## config.mk

```make
export PLATFORM = sky130hd
export DESIGN_NAME = spi_reg_engine
export DESIGN_NICKNAME = d
export VERILOG_FILES = /design/src/rtl/spi_reg_pkg.sv /design/src/rtl/spi_cmd_encode.sv /design/src/rtl/spi_half_tick.sv /design/src/rtl/spi_byte_shift.sv /design/src/rtl/spi_reg_engine.sv
export SDC_FILE = /design/constraint.sdc
export NUM_CORES = 1
export LEC_CHECK = 0
export ABC_AREA = 1
export BUFFER_PORTS_ARGS = -buffer_cell sky130_fd_sc_hd__clkbuf_2
export CAP_MARGIN = 25
export CORE_ASPECT_RATIO = 1.25
export CORE_MARGIN = 3
export CORE_UTILIZATION = 40
export DETAILED_ROUTE_END_ITERATION = 8
export SETUP_SLACK_MARGIN = 0.4
export SLEW_MARGIN = 15
export SYNTH_ARGS = -nofsm -noshare
export SYNTH_HDL_FRONTEND = slang
export SYNTH_SLANG_ARGS = --single-unit
export TNS_END_PERCENT = 10
```

## constraint.sdc

```tcl
create_clock -name clk -period 2.3 [get_ports clk]
set_input_delay 0.46 -clock clk [delete_from_list [all_inputs] [get_ports clk]]
set_output_delay 0.46 -clock clk [all_outputs]
set_load 0.005 [all_outputs]
```

## src/rtl/spi_reg_pkg.sv

```systemverilog
package spi_reg_pkg;
  localparam int CH_BITS = 5;
  localparam logic [7:0] CMD_READ  = 8'h60;
  localparam logic [7:0] CMD_WRITE = 8'h20;
  localparam logic [7:0] CMD_ALL   = 8'h80;
  localparam logic [7:0] CHAN_ALL  = 8'hFF;
  localparam int BYTES_PER_ACCESS  = 3;
  localparam int LAST_BIT_HALF     = 15;
  localparam int CS_RISE_HALF      = 16;
  localparam int LAST_HALF         = 18;

  typedef enum logic [0:0] {ST_IDLE = 1'b0, ST_BUSY = 1'b1} eng_state_t;
endpackage

```

## src/rtl/spi_cmd_encode.sv

```systemverilog
module spi_cmd_encode
  import spi_reg_pkg::*;
#(
  parameter int MAX_CHAN = 8
) (
  input  logic [7:0] chan,
  input  logic       write,
  output logic [7:0] cmd,
  output logic       reject
);
  logic [CH_BITS-1:0] rev;
  logic               is_all;

  for (genvar i = 0; i < CH_BITS; i++) begin : g_rev
    assign rev[i] = chan[CH_BITS-1-i];
  end

  assign is_all = (chan == CHAN_ALL);

  always_comb begin
    if (is_all) begin
      cmd    = CMD_ALL | CMD_WRITE;
      reject = !write;
    end else begin
      cmd    = (write ? CMD_WRITE : CMD_READ) | {{(8-CH_BITS){1'b0}}, rev};
      reject = ({24'd0, chan} >= 32'(MAX_CHAN));
    end
  end
endmodule

```

## src/rtl/spi_half_tick.sv

```systemverilog
module spi_half_tick #(
  parameter int HALF = 2
) (
  input  logic clk,
  input  logic rst,
  input  logic run,
  output logic tick
);
  localparam int CNT_W = (HALF > 1) ? $clog2(HALF) : 1;
  localparam logic [CNT_W-1:0] CNT_LAST = CNT_W'(HALF - 1);

  logic [CNT_W-1:0] cnt;

  always_ff @(posedge clk) begin
    if (rst || !run || cnt == CNT_LAST) cnt <= '0;
    else                                cnt <= cnt + 1'b1;
  end

  assign tick = run && (cnt == CNT_LAST);

  if (HALF > 1) begin : g_spacing
    p_tick_spacing_r9: assert property (@(posedge clk) disable iff (rst)
      tick |=> !tick);
  end
endmodule

```

## src/rtl/spi_byte_shift.sv

```systemverilog
module spi_byte_shift (
  input  logic       clk,
  input  logic       rst,
  input  logic       load,
  input  logic [7:0] load_byte,
  input  logic       fall,
  input  logic       rise,
  input  logic       miso,
  output logic       mosi,
  output logic [7:0] rx
);
  logic [7:0] sh;

  always_ff @(posedge clk) begin
    if (rst) begin
      sh   <= '0;
      mosi <= 1'b1;
      rx   <= '0;
    end else begin
      if (load) begin
        sh   <= load_byte;
        mosi <= load_byte[7];
      end else if (fall) begin
        mosi <= sh[7];
        sh   <= {sh[6:0], 1'b0};
      end
      if (rise) rx <= {rx[6:0], miso};
    end
  end
endmodule

```

## src/rtl/spi_reg_engine.sv

```systemverilog
module spi_reg_engine
  import spi_reg_pkg::*;
#(
  parameter int CLK_DIV  = 4,
  parameter int MAX_CHAN = 8
) (
  input  logic       clk,
  input  logic       rst,
  input  logic       req_valid,
  output logic       req_ready,
  input  logic       req_write,
  input  logic [7:0] req_chan,
  input  logic [7:0] req_addr,
  input  logic [7:0] req_wdata,
  output logic       done,
  output logic       err,
  output logic [7:0] rd_data,
  output logic       sclk,
  output logic       csn,
  output logic       mosi,
  input  logic       miso
);
  localparam int HALF = CLK_DIV / 2;

  eng_state_t  state;
  logic [4:0]  h;
  logic [1:0]  bidx;
  logic        is_rd;
  logic [7:0]  addr_q, wdata_q;
  logic [7:0]  cmd;
  logic        reject;
  logic        tick, fall, rise, load, accept, start, byte_end, last_byte;
  logic [7:0]  load_byte, rx;

  spi_cmd_encode #(.MAX_CHAN(MAX_CHAN)) u_enc (
    .chan(req_chan), .write(req_write), .cmd(cmd), .reject(reject));

  spi_half_tick #(.HALF(HALF)) u_tick (
    .clk(clk), .rst(rst), .run(state == ST_BUSY), .tick(tick));

  assign accept    = (state == ST_IDLE) && req_valid;
  assign start     = accept && !reject;
  assign byte_end  = tick && (h == 5'(LAST_HALF));
  assign last_byte = (bidx == 2'(BYTES_PER_ACCESS - 1));
  assign fall      = tick && (h <= 5'(LAST_BIT_HALF)) && !h[0];
  assign rise      = tick && (h <= 5'(LAST_BIT_HALF)) &&  h[0];
  assign load      = start || (byte_end && !last_byte);
  assign load_byte = start ? cmd : ((bidx == 2'd0) ? addr_q : wdata_q);
  assign req_ready = (state == ST_IDLE);

  spi_byte_shift u_shift (
    .clk(clk), .rst(rst), .load(load), .load_byte(load_byte),
    .fall(fall), .rise(rise), .miso(miso), .mosi(mosi), .rx(rx));

  always_ff @(posedge clk) begin
    if (rst) begin
      state   <= ST_IDLE;
      h       <= '0;
      bidx    <= '0;
      is_rd   <= 1'b0;
      addr_q  <= '0;
      wdata_q <= '0;
      csn     <= 1'b1;
      sclk    <= 1'b1;
      done    <= 1'b0;
      err     <= 1'b0;
      rd_data <= '0;
    end else begin
      done <= 1'b0;
      err  <= 1'b0;
      if (state == ST_IDLE) begin
        if (accept && reject) err <= 1'b1;
        if (start) begin
          state   <= ST_BUSY;
          h       <= '0;
          bidx    <= '0;
          is_rd   <= !req_write;
          addr_q  <= req_addr;
          wdata_q <= req_write ? req_wdata : 8'h00;
          csn     <= 1'b0;
        end
      end else if (tick) begin
        if (fall) sclk <= 1'b0;
        if (rise) sclk <= 1'b1;
        if (h == 5'(CS_RISE_HALF)) csn <= 1'b1;
        if (byte_end) begin
          h <= '0;
          if (last_byte) begin
            state <= ST_IDLE;
            done  <= 1'b1;
            if (is_rd) rd_data <= rx;
          end else begin
            bidx <= bidx + 1'b1;
            csn  <= 1'b0;
          end
        end else begin
          h <= h + 1'b1;
        end
      end
    end
  end

  p_sclk_idle_r5: assert property (@(posedge clk) disable iff (rst)
    csn |-> sclk);
  p_mosi_on_fall_r5: assert property (@(posedge clk) disable iff (rst)
    (!csn && !$past(csn) && sclk && $past(sclk)) |-> $stable(mosi));
  p_done_pulse_r11: assert property (@(posedge clk) disable iff (rst)
    done |=> !done);
  p_err_pulse_r11: assert property (@(posedge clk) disable iff (rst)
    err |=> !err);
  p_excl_r11: assert property (@(posedge clk) disable iff (rst)
    !(done && err));
  p_err_no_bus_r7: assert property (@(posedge clk) disable iff (rst)
    err |-> (csn && sclk));
  p_busy_not_ready_r11: assert property (@(posedge clk) disable iff (rst)
    !csn |-> !req_ready);
endmodule

```

# After elaboration in Yosys (flattened, before gate mapping)
# Index checks and enable logic that the tools add are counted.
# Widths: inputs -> output; s select.
# totals
elab_cells,93
out_inout_bits,14
input_bits,29
register_bits,55
# classes
muxes,34
addsub,3
order_cmp,2
n_reduce_logical,28
bitwise,4
n_eq_ne,7
# ops
operator,count
$mux 8,6
$mux 5,4
$mux 1,18
$eq 5x5->1 const B,2
$mux 2,5
$logic_and 1x1->1,9
$eq 8x8->1 const B,1
$ge 8x4->1 const B,1
$or 8x5->8,1
$mux 7,1
$reduce_bool 2->1,3
$add 5x1->5 const B,1
$le 5x4->1 const B,1
$logic_not 1->1,5
$reduce_and 5->1,1
$ne 2x1->1 const B,2
$reduce_and 2->1,2
$reduce_and 4->1,1
$reduce_or 4->1,1
$logic_or 1x1->1,3
$not 1->1,3
$reduce_and 3->1,1
$add 2x1->2 const B,1
$eq 2x2->1 const B,1
4 further kinds,4

# Longest topological paths before layout
# logic_depth
depth_word,6
depth_mapped,13
ltp_nobuf,13

# Hierarchy
# From an unflattened synthesis, not the netlist that was laid out.
# unflattened
cells_unflattened,382
area_unflattened_um2,2655.0
# by_module_without_submodules
module,cells_per_inst,seq_area_each_um2,area_per_inst_um2,instances
spi_reg_engine,250,740.7,1769.2,1
spi_byte_shift,97,340.3,713.2,1
spi_cmd_encode,29,0.0,131.4,1
spi_half_tick,6,20.0,41.3,1

# Least setup slack after synthesis
# Ideal clock, no wire load.
# synth_path
path_type,register to register
startpoint,reg h[0]
endpoint,reg u_shift.sh[4]
synth_period_minus_slack_ns,1.597
path_stages_with_launch,11
slack_ns,0.703
setup_ns,0.117
n_path_buf,0
arrival_ns,1.480
required_time_ns,2.183
cell_sequence,dfxtp_1 -> inv_1 -> ha_1 -> nand3_1 -> nor2_4 -> nand2_4 -> inv_4 -> a21oi_4 -> nand2_4 -> o21ai_0 -> nor2_1
# synth_between
elab_chain_len,5
word_cells_on_any_way,10
cone_classes,1 x order compare; 1 x eq/ne; 1 x mux; 7 x reduce/logical
# synth_lines
element,line,source
start: declaration,spi_reg_engine.sv:26,logic [4:0] h;
start signal: assignment,spi_reg_engine.sv:97,h <= h + 1'b1;
branches (longest 5 deep; another with $le 5x4->1),-,
end signal: assignment,spi_byte_shift.sv:21,sh <= load_byte;
end signal: assignment,spi_byte_shift.sv:25,"sh <= {sh[6:0], 1'b0};"
end: declaration,spi_byte_shift.sv:12,logic [7:0] sh;
# Parallel ways; which one is timed is not known.
# A chain may end at the register's enable or synchronous reset.

# Final worst setup path
# layout_path
startpoint,reg h[0]
endpoint,reg u_shift.sh[5]
# The elaborated chain is that of the path after synthesis.

==> run summary <==
The flow ran to the end, and the final reports show no timing, DRC or antenna violations. Summed over all instances, the cell type with the most area after synthesis is sky130_fd_sc_hd__dfxtp_1. Once the floorplan was initialized, standard cells occupied 42.7% of the core. The CTS tree is done.

The number of global-route vias before repair came out at around 2000. The number of max-slew violations in the final report is 0. The area growth from synthesis to layout is 15.8%. For the pin with the worst max-slew slack, the measured transition is about 0.46 ns. The number of iterations in the first detailed-routing pass is 4. The number of DRC markers in iteration 0 came out at ~110. The warning count from the yosys run came out at 0. The area share of the leading cell type in the synthesized netlist is between 40% and 50%. The netlist uses 32 different library cells. The top fanout value on the critical path came out at 6.

The detailed placement HPWL came out at between 3 and 4 mm. The CTS buffer count is 5. Setup repair after global routing could not meet its margin everywhere.

In this run the critical register-to-register path is launched from h[0]. Entering global routing, the biggest net connects 30 pins. The tightest slew margin relative to the limit is a little over two thirds.

Cells with a size suffix above 1 make up between 20% and 30% of the layout. The count of state elements after synthesis is 55. The cell sitting at the root of the clock tree is a sky130_fd_sc_hd__clkbuf_8. The H-tree was split into 2 levels.

The clock latency of the later-clocked register in the worst-skew pair is 0.31 ns. The power density over cell area came out at a little under 600 nW/um^2. The average routed wire per standard cell came out at ~12 um.

The detail-routed via count per cell is about 4.7. The path class of the tightest hold or removal check is primary input to flip-flop. The core region is 5970 sq um.

The first global-routing pass estimated about 9.4 mm of wire. The number of flops mapped to enable cells by yosys is 0. The async set or reset register ratio after synthesis came out at 0%. Counting along the longest clock path gives a buffer depth of 2. The part of the total power dissipated in sequential elements is between 50% and 60%. In this run the worst setup path begins at h[0]. The number of nets still failing antenna checks after routing is 0. The switching share of power came out at between 20% and 30%. The total global routing overflow is 0. The post-route setup TNS came out at 0 ns.

At the end of the flow, the number of nets in the layout was 419. On the final layout, the worst clock skew is around 0.007 ns. The clock input transition at the sequential cells of the worst setup and hold paths came out at about 0.10 ns. The number of instances in the synthesized netlist came out at 340.

The final-report hold violation count came out at 0. The synthesized net count came out at 375. By area the synthesized netlist is led by sky130_fd_sc_hd__dfxtp_1 43%, sky130_fd_sc_hd__nand2_1 8.8%, sky130_fd_sc_hd__o21ai_0 8.1%, sky130_fd_sc_hd__a21oi_1 7.1%, sky130_fd_sc_hd__inv_1 6.0%. The total I/O pin count came out at 43. Max-cap violations in this run came to 0. Cell internal power was estimated by the tool at between 1 and 1.5 mW. The pre-CTS setup slack came out at 0.350 ns. The final RePlAce weighted congestion is between 0.7 and 0.8.

The worst ir drop on vdd is a little under 0.3 mV. The analysis attributes to cell leakage a power of ~1.2 nW. The arrival time at the worst endpoint is ~2.0 ns. In this run the most critical hold path is launched from req_addr[4]. The total routed wirelength came out at 5.51 mm. The number of remaining DRC errors came out at 0. Based on the critical path, the design can be clocked at up to about 0.56 GHz. The clock network is responsible for 38.4% of the overall power. The per-instance average area after synthesis came out at around 7.5 sq um. The initial antenna violation count is 0. The number of buffers added on ports is 42. The time the final worst path needs with I/O delays and setup is 1.78 ns.

The switching power of the nets came out at a little under 0.4 mW. The worst setup path is launched from a flip-flop. Summing over every cut layer, the via total after detailed routing is between 2000 and 2500. Measured along the y axis, the die boundary spans 95.2 um. The final cycle utilization of the critical path is between 70 and 80%. The number of clock sinks is 55. Setup violations remaining at the end of the flow were counted as 0. The die area came out at about 7400 sq um. The global-route usage over all layers is 15.9%.

The worst path setup slack after routing is 0.521 ns. STA puts the critical path data required time at roughly 2.5 ns. The number of rows in the core area is 31.

The floorplan step set the die width to roughly 77 um. The number of diodes added for antenna fixing came out at 0. The worst setup path is captured at a flip-flop. Combinational logic is responsible for 5.6% of the overall power. The synthesized area is 2550 sq um.

Setup slack on the worst reg-to-reg path comes out at between 0.5 and 0.6 ns. The most frequently used flop master after synthesis is sky130_fd_sc_hd__dfxtp_1. By startpoint and endpoint, the worst setup path is classified as flip-flop to flip-flop. The portion of the post-synthesis area used by sequential elements is 43.2%. For this design, the CTS-stage hold fixing added 0 buffers.
==> cell type report <==
class | instances | area (sq um)
Clock buffer | 5 | 68.8
Clock inverter | 3 | 46.3
Fill cell | 654 | 3020
Inverter | 46 | 175
Multi-Input combinational cell | 226 | 1190
Sequential cell | 55 | 1100
Tap cell | 82 | 103
Timing Repair Buffer | 50 | 270
==> state kept, by name (all words and copies together) (netlist names) <==
name	count
u_shift.rx	8
rd_data	8
u_shift.sh	8
wdata_q	8
bidx	2
sclk	1
addr_q	8
u_shift.mosi	1
err	1
csn	1
h	5
is_rd	1
u_tick.cnt	1
state	1
done	1
==> synthesized netlist by cell type, types with 2 or more instances <==
cell                       count
sky130_fd_sc_hd__nand3_1      14
sky130_fd_sc_hd__nor2_4        3
sky130_fd_sc_hd__nor2_2        2
sky130_fd_sc_hd__clkbuf_1      5
sky130_fd_sc_hd__o21ai_1       2
sky130_fd_sc_hd__nand4_1       3
sky130_fd_sc_hd__dfxtp_1      55
sky130_fd_sc_hd__buf_2         2
sky130_fd_sc_hd__buf_6         2
sky130_fd_sc_hd__o21ai_0      41
sky130_fd_sc_hd__inv_1        41
sky130_fd_sc_hd__nand2_1      60
sky130_fd_sc_hd__nor3_1        6
sky130_fd_sc_hd__buf_4         2
sky130_fd_sc_hd__a211oi_1      6
sky130_fd_sc_hd__nand2_4       6
sky130_fd_sc_hd__ha_1          6
sky130_fd_sc_hd__nand2_2       3
sky130_fd_sc_hd__inv_2         4
sky130_fd_sc_hd__a21oi_1      36
sky130_fd_sc_hd__nor2_1       30
==> logic make-up (layout without fill, tap and decap cells) <==
kind of cell    after synthesis  in the layout  synth area share (%)
compound gates               90             90                  19.4
flops                        55             55                  43.2
simple gates                129            129                  23.8
fa+ha+maj                     6              6                  2.95
mux                           1              1                 0.442
buf+inv                      59            104                  10.2
==> stage by stage <==
stage | instances | util (%) | total power, mW | hold slack, ns | instance area, sq um
2_1_floorplan | 340 | - | 1.04 | 0.411 | 2550
3_3_place_gp | 456 | 47.1 | 1.08 | 0.422 | 2810
3_5_place_dp | 456 | 47.1 | 1.08 | 0.426 | 2810
4_1_cts | 464 | 49.0 | 1.75 | 0.403 | 2930
5_1_grt | 467 | 49.4 | 1.79 | 0.413 | 2950
6_report | 467 | 49.4 | 1.72 | 0.415 | 2950
==> worst paths after layout <==
check,to,cells past startpoint
worst min-delay path,addr_q[4],3
worst max-delay path,u_shift.sh[5],11
worst min register to register,u_tick.cnt,1
worst max register to register,u_shift.sh[5],11
==> routing by layer <==
| layer | share of wire (%) | track usage (%) | routed length, um | vias to the layer above |
|---|---|---|---|---|
| met3 | 4.9 | 3.69 | 271 | 7 |
| met5 | 0 | 0 | 0 | - |
| met4 | 1.7 | 5.49 | 93 | 0 |
| li1 | - | - | - | 1187 |
| met1 | 49 | 21.0 | 2720 | 949 |
| met2 | 44 | 25.5 | 2430 | 43 |
==> cells in the final DEF, fill, tap and decap left out <==
cell type / count
sky130_fd_sc_hd__nor2_1: 30
sky130_fd_sc_hd__bufinv_16: 1
sky130_fd_sc_hd__dfxtp_1: 55
sky130_fd_sc_hd__clkbuf_2: 42
sky130_fd_sc_hd__o2111ai_1: 1
sky130_fd_sc_hd__buf_4: 8
sky130_fd_sc_hd__nor2_2: 2
sky130_fd_sc_hd__o21ai_1: 2
sky130_fd_sc_hd__nor3_1: 6
sky130_fd_sc_hd__a21oi_4: 1
sky130_fd_sc_hd__o21ai_2: 1
sky130_fd_sc_hd__nand3b_1: 1
sky130_fd_sc_hd__nand3_2: 1
sky130_fd_sc_hd__nor2_4: 3
sky130_fd_sc_hd__inv_1: 41
sky130_fd_sc_hd__ha_1: 6
sky130_fd_sc_hd__a211oi_1: 6
sky130_fd_sc_hd__clkbuf_8: 5
sky130_fd_sc_hd__inv_2: 4
sky130_fd_sc_hd__nand4_1: 3
sky130_fd_sc_hd__o21ai_0: 41
sky130_fd_sc_hd__a211oi_2: 1
sky130_fd_sc_hd__nand3_1: 14
sky130_fd_sc_hd__nand2_1: 60
sky130_fd_sc_hd__mux2_2: 1
sky130_fd_sc_hd__inv_6: 1
sky130_fd_sc_hd__clkinvlp_4: 1
sky130_fd_sc_hd__a21oi_1: 36
sky130_fd_sc_hd__o21bai_1: 1
sky130_fd_sc_hd__nand2_2: 3
sky130_fd_sc_hd__nand2_4: 6
sky130_fd_sc_hd__inv_4: 1
==> power groups by stage <==
stage          combinational, mW  sequential (mW)  clock, mW
3_3_place_gp              0.0959            0.984          0
5_1_grt                    0.110            0.964      0.720
4_1_cts                   0.0968            0.963      0.687
2_1_floorplan             0.0510            0.984          0
3_5_place_dp              0.0961            0.985          0
6_report                  0.0965            0.963      0.659
==> critical path, stage by stage, from the launching register on <==
cell and delay, ns:
sky130_fd_sc_hd__dfxtp_1 0.36, sky130_fd_sc_hd__ha_1 0.22, sky130_fd_sc_hd__nand2_1 0.08, sky130_fd_sc_hd__nor2_1 0.05
sky130_fd_sc_hd__ha_1 0.16, sky130_fd_sc_hd__inv_1 0.05, sky130_fd_sc_hd__nand2_1 0.08, sky130_fd_sc_hd__nand3_1 0.21
sky130_fd_sc_hd__inv_1 0.11, sky130_fd_sc_hd__nor2_4 0.18, sky130_fd_sc_hd__nand2_1 0.07, sky130_fd_sc_hd__a21oi_1 0.14
==> what timing repair did <==
action | 4_1_cts | 5_1_grt
setup buffers | 0 | 3
endpoints found under the setup margin | 0 | 14
gates resized for setup | 0 | 0
Note: power is estimated with default switching activity, not from simulation.
